**config.mk**
```make
export PLATFORM = sky130hd
export DESIGN_NAME = mixirq_top
export DESIGN_NICKNAME = d
export VERILOG_FILES = /design/src/rtl/mixirq_pkg.sv /design/src/rtl/mixirq_ctrl.sv /design/src/rtl/mixirq_dp.sv /design/src/rtl/mixirq_top.sv
export SDC_FILE = /design/constraint.sdc
export NUM_CORES = 1
export LEC_CHECK = 0
export CAP_MARGIN = 20
export CORE_MARGIN = 2
export CORE_UTILIZATION = 45
export DETAILED_ROUTE_END_ITERATION = 8
export PLACE_DENSITY = 0.76
export RECOVER_POWER = 50
export SLEW_MARGIN = 20
export SYNTH_ARGS = -nofsm -noshare
export SYNTH_HDL_FRONTEND = slang
export SYNTH_SLANG_ARGS = --single-unit
```
**constraint.sdc**
```tcl
create_clock -name clk -period 1.6 [get_ports clk]
set_clock_uncertainty 0.2 [all_clocks]
set_input_delay 0.32 -clock clk [delete_from_list [all_inputs] [get_ports clk]]
set_output_delay 0.32 -clock clk [all_outputs]
set_load 0.01 [all_outputs]
```
**src/rtl/mixirq_pkg.sv**
```systemverilog
`timescale 1ns/1ps
package mixirq_pkg;
  localparam logic [1:0] ADDR_MASK  = 2'd0;
  localparam logic [1:0] ADDR_LATCH = 2'd1;
  localparam logic [1:0] ADDR_SOFT  = 2'd2;
  localparam logic [1:0] ADDR_PEND  = 2'd3;

  typedef struct packed {
    logic       wrMask;
    logic       wrLatch;
    logic       wrSoft;
    logic [1:0] rdSel;
  } busStrb_t;
endpackage

```
**src/rtl/mixirq_ctrl.sv**
```systemverilog
`timescale 1ns/1ps
module mixirq_ctrl
  import mixirq_pkg::*;
(
  input  logic       busWr,
  input  logic [1:0] busAddr,
  output busStrb_t   strb
);
  // Decode the register port into write strobes; word 3 has no strobe
  always_comb begin
    strb.wrMask  = busWr && (busAddr == ADDR_MASK);
    strb.wrLatch = busWr && (busAddr == ADDR_LATCH);
    strb.wrSoft  = busWr && (busAddr == ADDR_SOFT);
    strb.rdSel   = busAddr;
  end
endmodule

```
**src/rtl/mixirq_dp.sv**
```systemverilog
`timescale 1ns/1ps
module mixirq_dp
  import mixirq_pkg::*;
#(
  parameter int             SRC_W    = 32,
  parameter logic [SRC_W-1:0] EDGE_MAP = 32'h71CF_0000,
  parameter logic [SRC_W-1:0] SOFT_MAP = 32'h7000_0000,
  parameter int             CASC_LSB = 4,
  parameter int             CASC_W   = 3,
  localparam int            ID_W     = $clog2(SRC_W)
) (
  input  logic              clk,
  input  logic              rstN,
  input  logic [SRC_W-1:0]  primIrq,
  input  logic [CASC_W-1:0] cascIrq,
  input  busStrb_t          strb,
  input  logic [SRC_W-1:0]  wData,
  output logic [SRC_W-1:0]  rData,
  output logic              irqOut,
  output logic [ID_W-1:0]   irqId
);
  logic [SRC_W-1:0] srcEff, srcQ, srcPrev, riseVec, keepVec, hwNext;
  logic [SRC_W-1:0] hwLatch, softReg, maskReg, statusVec, pendVec;
  logic             unusedCascSlots;

  // Cascade summaries replace the primary lines at their positions
  for (genvar g = 0; g < SRC_W; g++) begin : g_map
    if (g >= CASC_LSB && g < CASC_LSB + CASC_W) begin : g_casc
      assign srcEff[g] = cascIrq[g - CASC_LSB];
    end else begin : g_prim
      assign srcEff[g] = primIrq[g];
    end
  end
  assign unusedCascSlots = ^primIrq[CASC_LSB +: CASC_W];

  always_ff @(posedge clk or negedge rstN) begin
    if (!rstN) begin
      srcQ    <= '0;
      srcPrev <= '0;
    end else begin
      srcQ    <= srcEff;
      srcPrev <= srcQ;
    end
  end

  // Edge bits: sticky, cleared by zeros in a latch write, edge wins
  // Level bits: follow the registered input
  assign riseVec = srcQ & ~srcPrev & EDGE_MAP;
  assign keepVec = strb.wrLatch ? wData : '1;
  assign hwNext  = (((hwLatch & keepVec) | riseVec) & EDGE_MAP) | (srcQ & ~EDGE_MAP);

  always_ff @(posedge clk or negedge rstN) begin
    if (!rstN) begin
      hwLatch <= '0;
      softReg <= '0;
      maskReg <= '0;
    end else begin
      hwLatch <= hwNext;
      if (strb.wrSoft) softReg <= wData & SOFT_MAP;
      if (strb.wrMask) maskReg <= wData;
    end
  end

  assign statusVec = hwLatch | softReg;
  assign pendVec   = statusVec & maskReg;

  function automatic logic [ID_W-1:0] lowestSet(input logic [SRC_W-1:0] v);
    logic [ID_W-1:0] idx;
    idx = '0;
    for (int i = SRC_W - 1; i >= 0; i--) begin
      if (v[i]) idx = ID_W'(i);
    end
    return idx;
  endfunction

  always_ff @(posedge clk or negedge rstN) begin
    if (!rstN) begin
      irqOut <= 1'b0;
      irqId  <= '0;
    end else begin
      irqOut <= |pendVec;
      irqId  <= lowestSet(pendVec);
    end
  end

  always_comb begin
    case (strb.rdSel)
      ADDR_MASK:  rData = maskReg;
      ADDR_LATCH: rData = hwLatch;
      ADDR_SOFT:  rData = softReg;
      default:    rData = pendVec;
    endcase
  end


  req_matches_pend_chk: assert property (@(posedge clk) disable iff (!rstN)
    irqOut == $past(|pendVec));


  id_is_lowest_chk: assert property (@(posedge clk) disable iff (!rstN)
    irqOut |-> (($past(pendVec) & ((SRC_W'(1) << irqId) - SRC_W'(1))) == '0));


  id_idle_zero_chk: assert property (@(posedge clk) disable iff (!rstN)
    !irqOut |-> irqId == '0);


  level_follows_chk: assert property (@(posedge clk) disable iff (!rstN)
    (hwLatch & ~EDGE_MAP) == $past(srcQ & ~EDGE_MAP));


  edge_sticky_chk: assert property (@(posedge clk) disable iff (!rstN)
    !$past(strb.wrLatch) |->
      ((hwLatch & $past(hwLatch) & EDGE_MAP) == ($past(hwLatch) & EDGE_MAP)));
endmodule

```
**src/rtl/mixirq_top.sv**
```systemverilog
`timescale 1ns/1ps
module mixirq_top
  import mixirq_pkg::*;
(
  input  logic        clk,
  input  logic        rstN,
  input  logic [31:0] primIrq,
  input  logic [2:0]  cascIrq,
  input  logic        busWr,
  input  logic [1:0]  busAddr,
  input  logic [31:0] busWData,
  output logic [31:0] busRData,
  output logic        irqOut,
  output logic [4:0]  irqId
);
  busStrb_t strb;

  mixirq_ctrl ctrl_i (
    .busWr   (busWr),
    .busAddr (busAddr),
    .strb    (strb)
  );

  mixirq_dp #(
    .SRC_W    (32),
    .EDGE_MAP (32'h71CF_0000),
    .SOFT_MAP (32'h7000_0000),
    .CASC_LSB (4),
    .CASC_W   (3)
  ) dp_i (
    .clk     (clk),
    .rstN    (rstN),
    .primIrq (primIrq),
    .cascIrq (cascIrq),
    .strb    (strb),
    .wData   (busWData),
    .rData   (busRData),
    .irqOut  (irqOut),
    .irqId   (irqId)
  );
endmodule

```
; Word-level counts from Yosys, hierarchy flattened
; Cells that the tools add are included.
[totals]
register_bits = 136
elab_cells = 55
[classes]
n_reduce_logical = 5
bitwise_logic = 7
mux = 34
n_eq_ne = 2
[ops]
columns = operator, n
row1 = $mux 5, 32
row2 = $pmux 32 s3, 1
row3 = $and 31x31->31, 2
row4 = $and 32x32->32, 1
row5 = $or 31x32->32, 1
row6 = $or 32x31->32, 1
row7 = $reduce_or 32->1, 1
row8 = $mux 31, 1
row9 = $not 31->31, 1
row10 = $or 31x31->31, 1
row11 = $logic_and 1x1->1, 3
row12 = $eq 2x1->1 const B, 1
row13 = $eq 2x2->1 const B, 1
row14 = $logic_not 2->1, 1

; Logic depth before layout (Yosys ltp)
; Gate-level depths: netlist of the first run.
[depth]
word_depth = 34
depth_mapped = 7
ltp_nobuf = 5

; Hierarchy
; A second synthesis of the first run with hierarchy kept.
[unflattened]
hier_cells = 366
area_unflattened_um2 = 4644.5
[modules_own_cells]
columns = module, seq_area_each_um2, area_each_um2, n_inst, cells_per_inst
row1 = mixirq_dp, 2877.8, 4599.4, 1, 361
row2 = mixirq_ctrl, 0.0, 45.0, 1, 5

; Worst setup path before layout of the first run
; No wires, ideal clock.
[synth_timing]
path_kind = input -> register
start = input busAddr[0]
end = register dp_i.maskReg[10]
setup_time_ns = 0.125
path_slack_ns = -0.161
required_time_ns = 1.275
n_path_buf = 3
t_arrival_ns = 1.436
cell_stages = 6
path_cell_list = buf_4 nor2_1 and2_1 buf_2 buf_4 mux2_2
[synth_via]
elab_chain_cells = 2
[synth_rtl]
columns = element, line
row1 = from (decl), mixirq_top.sv:10  ; input logic [1:0] busAddr,
row2 = $logic_not 2->1, mixirq_ctrl.sv:11  ; strb.wrMask = busWr && (busAddr == ADDR_MASK);
row3 = $logic_and 1x1->1, mixirq_ctrl.sv:11
row4 = to (signal assigned), mixirq_dp.sv:60  ; if (strb.wrMask) maskReg <= wData;
row5 = to (decl), mixirq_dp.sv:23  ; logic [SRC_W-1:0] hwLatch, softReg, maskReg, statusVec, pendVec;
; Every way passes these cells.
; A chain may end at the register's enable or synchronous reset.

==> impl_metrics.csv, run 1 <==
group,metric,value,unit
final_layout,num_antenna_cells,0,
synthesis,netlist_area,4603,um2
run_status,status,"complete, but fails checks",
die,die-area,11050,um2
worst_setup_path,cp-start-kind,"flop",
cts,cts_max_level,4,
drt,viasPerCell,5.496,
cts,clock_path_buffers,2,
final_layout,final_area,7191,um2
synthesis,yosysWarnings,0,
worst_setup_path,path_buf_inv,1,
timing,finalSetupTns,-11.59,ns
global_route,grt_pass1_wl,20910,um
timing,fmax,0.5119,GHz
place,dp_hpwl,8306,um
worst_setup_path,crit_path_end_kind,"output port",
timing,finalSetupViolCount,38,
drt,drc,0,
synthesis,synth_edf_count,0,
synthesis,yosysSeqAreaShare,0.6252,
worst_setup_path,max_stage_delay,0.40,ns
final_layout,syn2layout_area_growth,56.21,%
worst_setup_path,crit_chain,"a21o_2 -> a22o_2 -> buf_6",
drt,post_drt_wl_per_cell,18.53,um
die,die_w,105.1,um
timing,final-max-slew-violation-count,0,
worst_setup_path,worst_path_max_delay_cell,"dfrtp_1",
drt,num_vias,3913,
timing,rsz0062_at_grt,"true",
global_route,antenna_found_initial,0,
synthesis,syn_nets,438,
timing,period_share,1.221,
worst_setup_path,criticalPathCategory,"reg -> out",
die,die-height,105.1,um
place,placed_cell_area,6331,um2
synthesis,syn_area_per_cell,12.58,um2
worst_setup_path,crit_fanout,2,
timing,hold-worst-slack,0.1479,ns
timing,relSlewSlack,0.5485,
worst_hold_path,worstHoldPathType,"reg -> reg",
cts,clk_pin_slew,0.06,ns
die,core,9864,um2
cts,cts_buffers,17,
place,portBuffers,106,
drt,finalWirelength,13190,um
timing,tightest_slew,0.6772,ns
run_status,failed_checks,"negative setup slack",
final_layout,final_common_cell,"dfrtp_1",
drt,dr.pass1.iters,6,
cts,cts.sinks,115,
global_route,grt_pass1_vias,4103,
final_layout,final_cell_mix,"dfrtp_1, buf_4, buf_2",
worst_setup_path,arrival,1.43,ns
cts,clk_latency,0.51,ns
power,p_leak,3.296,nW
die,io_pins,110,
synthesis,ys_seq_elements,115,
final_layout,nNetsFinal,638,
timing,fin_crit,1.953,ns
drt,ant_nets,0,
cts,cts-root-buf,"clkbuf_8",
synthesis,async_reset_ff_frac,1.000,
cts,cts_tree,"yes",
timing,finalHoldViolations,0,
place,gp_congestion,0.8365,
final_layout,drive_above_1_share,0.4145,
die,rows,36,
synthesis,yosys_most_used_dff,"dfrtp_1",
global_route,grt_max_degree,34,
drt,drtIter0Drc,229,
synthesis,syn_inst,366,
flow_run,maxCapViolCount,0,
power,irDropWorstVdd,781.7,uV
global_route,track_usage,0.2471,
worst_setup_path,critPathTopFamily,"compound AO/OA/AOI/OAI gates",
timing,worst_slack,-0.3534,ns
synthesis,ys_types,38,
global_route,grt.overflow.total,0,
die,start_util,0.4666,
power,cellPowerDensity,1278,nW/um2
worst_setup_path,required,1.08,ns
-- flip-flops by register name (all words and copies together), names as in the netlist --
name          flops
dp_i.maskReg     32
dp_i.srcQ        32
dp_i.srcPrev     31
dp_i.hwLatch     11
dp_i.irqId        5
dp_i.softReg      3
dp_i.irqOut       1
-- synth_stat cells, types with 8 or more instances --
cell | n | area, um2
a21o_1 | 13 | 97.59
a21oi_1 | 10 | 50.05
a22o_1 | 17 | 148.9
a22oi_1 | 8 | 60.06
a32o_1 | 17 | 170.2
clkbuf_1 | 8 | 30.03
dfrtp_1 | 115 | 2878
inv_1 | 14 | 52.55
mux2_2 | 32 | 360.4
nand2_1 | 31 | 116.4
nand2b_1 | 14 | 87.58
nand3_1 | 9 | 45.04
o21ai_0 | 31 | 155.2
-- layer usage --
layer	vias to the layer above	share of wire	wire, um	global-route usage
li1	1758	-	-	-
met1	1947	0.40	5280	0.3086
met2	178	0.51	6788	0.4082
met3	30	0.062	815	0.05864
met4	0	0.023	309	0.1124
met5	-	0	0	0
-- final cells by class --
type	count	area [um2]
flip-flops and latches	115	2879
fillers	630	2674
multi-input cells	222	1841
repair buffers	196	1660
clock buffers	19	441.7
well taps	133	166.4
clock inverters	13	150.1
inverters	14	52.55
-- what timing repair did --
item / CTS / global route
cloned: 0 / 0
pin swaps: 33 / 18
setup endpoints to repair: 87 / 39
hold buffers: 1 / 0
buffers inserted: 20 / 5
gates resized for setup: 194 / 26
hold endpoints to repair: 115 / 0
-- final timing paths --
kind | startpoint | endpoint | slack [ns] | cells past startpoint
setup / recovery | dp_i.srcPrev[12] | busRData[12] | -0.35 | 3
hold / removal | dp_i.srcQ[2] | dp_i.srcPrev[2] | 0.15 | 0
setup reg to reg | dp_i.softReg[30] | dp_i.irqId[3] | -0.33 | 6
hold reg to reg | dp_i.srcQ[2] | dp_i.srcPrev[2] | 0.15 | 0
max in group asynchronous | rstN | dp_i.srcPrev[20] | 0.07 | 3
min in group asynchronous | rstN | dp_i.srcQ[14] | 0.18 | 2
-- cell families (layout without fill, tap and decap cells) --
group	count (synthesis)	count (layout)	synth area share
compound gates	116	116	0.1862
buf+inv	29	242	0.02772
mux	34	34	0.08263
flops	115	115	0.6252
simple gates	72	72	0.07828
-- stage by stage --
step                      utilization  total power [W]  setup WS [ns]  cells
after global placement         0.6418         0.005223        -0.9902    654
after CTS                      0.7160         0.009117        -0.3735    707
final                          0.7289         0.009189        -0.3534    712
after floorplan                     -         0.004232       -0.04173    366
after detailed placement       0.6418         0.005277         -1.018    654
after global routing           0.7289         0.009567        -0.4205    712
-- where the power goes --
group	leakage [nW]	total (W)	switching, W	internal, W
clock	0.274	0.00372	0.00141	0.00232
sequential	1.33	0.00344	0.000233	0.00321
combinational	1.69	0.00202	0.000899	0.00112
No activity file was read; power rests on OpenSTA's default activity.
==> run 2, diff against run 1 <==
--- a/config.mk
+++ b/config.mk
@@ -5,12 +5,14 @@
 export SDC_FILE = /design/constraint.sdc
 export NUM_CORES = 1
 export LEC_CHECK = 0
+export ABC_AREA = 1
 export CAP_MARGIN = 20
 export CORE_MARGIN = 2
-export CORE_UTILIZATION = 45
+export CORE_UTILIZATION = 44
 export DETAILED_ROUTE_END_ITERATION = 8
-export PLACE_DENSITY = 0.76
+export PLACE_DENSITY = 0.75
 export RECOVER_POWER = 50
+export SETUP_SLACK_MARGIN = 0.2
 export SLEW_MARGIN = 20
 export SYNTH_ARGS = -nofsm -noshare
 export SYNTH_HDL_FRONTEND = slang
==> impl_metrics.csv, run 2 <==
group,metric,value,unit
drt,ant_nets,0,
timing,hold-worst-slack,0.1255,ns
synthesis,synth_area_leaders,"dfrtp_1, nand2_1, mux2_2",
worst_setup_path,worst_r2r_endpoint,"dp_i.irqId[0]",
synthesis,synth_common_cells,"nand2_1, dfrtp_1, o21ai_0, inv_1, mux2_2",
global_route,grt_pass1_wl,19590,um
power,p_leak,3.622,nW
synthesis,yosysSeqAreaShare,0.6364,
cts,clock_path_buffers,2,
synthesis,syn_inst,454,
synthesis,netlist_area,4522,um2
place,dp_hpwl,7931,um
final_layout,reg_top3,"dp_i.maskReg: 32 flops, dp_i.srcQ: 32 flops, dp_i.srcPrev: 31 flops",
cts,clk_latency,0.52,ns
worst_setup_path,crit_fanout,2,
place,placed_cell_area,6340,um2
place,portBuffers,106,
final_layout,final_area,7072,um2
synthesis,syn_area_per_cell,9.960,um2
die,start_util,0.4460,
timing,finalHoldViolations,0,
cts,cts_buffers,17,
drt,post_drt_wl_per_cell,15.00,um
die,die-area,11100,um2
global_route,track_usage,0.2295,
worst_setup_path,required,1.85,ns
worst_setup_path,arrival,2.70,ns
worst_setup_path,ff2ff_path_depth,31,
cts,cts_tree,"yes",
cts,cts-root-buf,"clkbuf_8",
place,gp_congestion,0.8878,
timing,fmax,0.4090,GHz
global_route,grt_max_degree,38,
worst_setup_path,r2r_setup_slack,-0.85,ns
worst_setup_path,r2r_start,"dp_i.hwLatch[30]",
final_layout,fin_util,0.6975,
synthesis,yosysWarnings,0,
timing,fin_crit,2.445,ns
worst_setup_path,worst_path_max_delay_cell,"dfrtp_1",
timing,tightest_slew,0.6074,ns
worst_setup_path,cp_common_cell,"nand2_1",
die,core,10140,um2
power,cellPowerDensity,1247,nW/um2
final_layout,syn2layout_area_growth,56.39,%
final_layout,drive_above_1_share,0.3353,
final_layout,final_common_cell,"nand2_1",
synthesis,syn_nets,526,
drt,viasPerCell,4.824,
synthesis,ys_seq_elements,115,
timing,finalSetupViolCount,38,
run_status,status,"complete, but fails checks",
worst_setup_path,crit_start,"dp_i.hwLatch[30]",
die,rows,37,
worst_setup_path,criticalPathCategory,"reg -> reg",
final_layout,nNetsFinal,727,
run_status,failed_checks,"negative setup slack",
synthesis,yosys_most_used_dff,"dfrtp_1",
timing,period_share,1.528,
die,io_pins,110,
timing,rsz0062_at_grt,"true",
drt,drc,0,
global_route,grt.overflow.total,0,
worst_setup_path,cp-start-kind,"flop",
worst_setup_path,max_stage_delay,0.39,ns
die,die-height,105.4,um
timing,relSlewSlack,0.5951,
power,irDropWorstVdd,706.0,uV
synthesis,synth_area_leader_cell,"dfrtp_1",
drt,dr.pass1.iters,5,
timing,worst_slack,-0.8451,ns
drt,drtIter0Drc,158,
die,die_w,105.4,um
cts,cts_max_level,4,
drt,num_vias,3883,
flow_run,maxCapViolCount,0,
global_route,antenna_found_initial,1,
final_layout,final_cell_mix,"nand2_1, dfrtp_1, buf_4",
drt,finalWirelength,12070,um
synthesis,async_reset_ff_frac,1.000,
synthesis,yosysTopAreaCellShare,0.6364,
worst_hold_path,worstHoldPathType,"in -> async",
synthesis,synth_edf_count,0,
worst_setup_path,crit_path_end_kind,"flop",
global_route,grt_pass1_vias,4055,
synthesis,synth_most_common_cell,"nand2_1",
synthesis,ys_types,21,
cts,cts.sinks,115,
cts,clk_pin_slew,0.06,ns
timing,final-max-slew-violation-count,0,
## run 2: cell count changes in the layout (fill, tap and decap cells not counted), sizes merged, moves of 4 or more
cell / change
a21o: -14
a21oi: -9
a22o: -18
a22oi: -8
a32o: -17
inv: +36
nand2: +124
nand2b: -14
nand3: -7
nor2: +18
nor2b: -4
o21ai: +29
## run 2: logic make-up (layout without fill, tap and decap cells)
group	count (synthesis)	count (layout)	share of synthesized area
DFF	115	115	0.6364
other	0	1	0
buffers and inverters	60	274	0.04980
and+or+nand+nor	180	180	0.1541
muxes	29	29	0.07222
AOI/OAI and AO/OA	70	70	0.08744
## run 2: layer usage
layer / routed length (um) / share of wire / vias up / GRT usage
met5: 0 / 0 / - / 0
met4: 239 / 0.020 / 0 / 0.07905
met3: 531 / 0.044 / 20 / 0.05813
met2: 6403 / 0.53 / 112 / 0.3982
met1: 4897 / 0.41 / 1898 / 0.2780
li1: - / - / 1853 / -
## run 2: power breakdown
group          internal [W]  total [W]  switching [W]
Sequential          0.00320    0.00339       0.000184
Clock               0.00210    0.00356        0.00147
Combinational      0.000997    0.00187       0.000873
## run 2: worst max-delay path, delay by kind of cell, from the launching register on
kind	cells	cell delay (ns)
AOI/OAI and AO/OA	2	0.29
DFF	1	0.39
and+or+nand+nor	29	1.50
## run 2: final cells by class
cell class | count | area, um2
Fill cell | 732 | 3067
Sequential cell | 115 | 2878
Timing Repair Buffer | 195 | 1737
Multi-Input combinational cell | 279 | 1539
Clock buffer | 17 | 414.1
Inverter | 47 | 183.9
Tap cell | 136 | 170.2
Clock inverter | 15 | 147.6
Antenna cell | 1 | 2.502
## run 2: timing repair
| action | in CTS | in global routing |
|---|---|---|
| gates cloned | 1 | 0 |
| endpoints found under the hold margin | 115 | 0 |
| pin swaps | 15 | 12 |
| setup endpoints to repair | 85 | 45 |
| hold buffers | 1 | 0 |
| gates resized for setup | 204 | 16 |
| buffers inserted | 11 | 9 |
## run 2: per-stage QoR
step                      power (W)  setup WS (ns)  cells  TNS (ns)
after floorplan            0.004132        -0.5541    454    -1.102
after global placement     0.005135         -1.055    750    -53.70
after detailed placement   0.005191         -1.170    750    -57.01
after CTS                  0.008804        -0.8669    795    -10.64
after global routing       0.009212         -1.189    805    -14.56
final                      0.008821        -0.8451    805    -10.46
## run 2: worst max path at each step
stage	endpoint	slack, ns
after detailed placement	busRData[23]	-1.17
after CTS	dp_i.irqId[0]	-0.87
final	dp_i.irqId[0]	-0.85
after global placement	busRData[13]	-1.06
after floorplan	dp_i.irqId[0]	-0.55
after global routing	dp_i.irqId[0]	-1.19
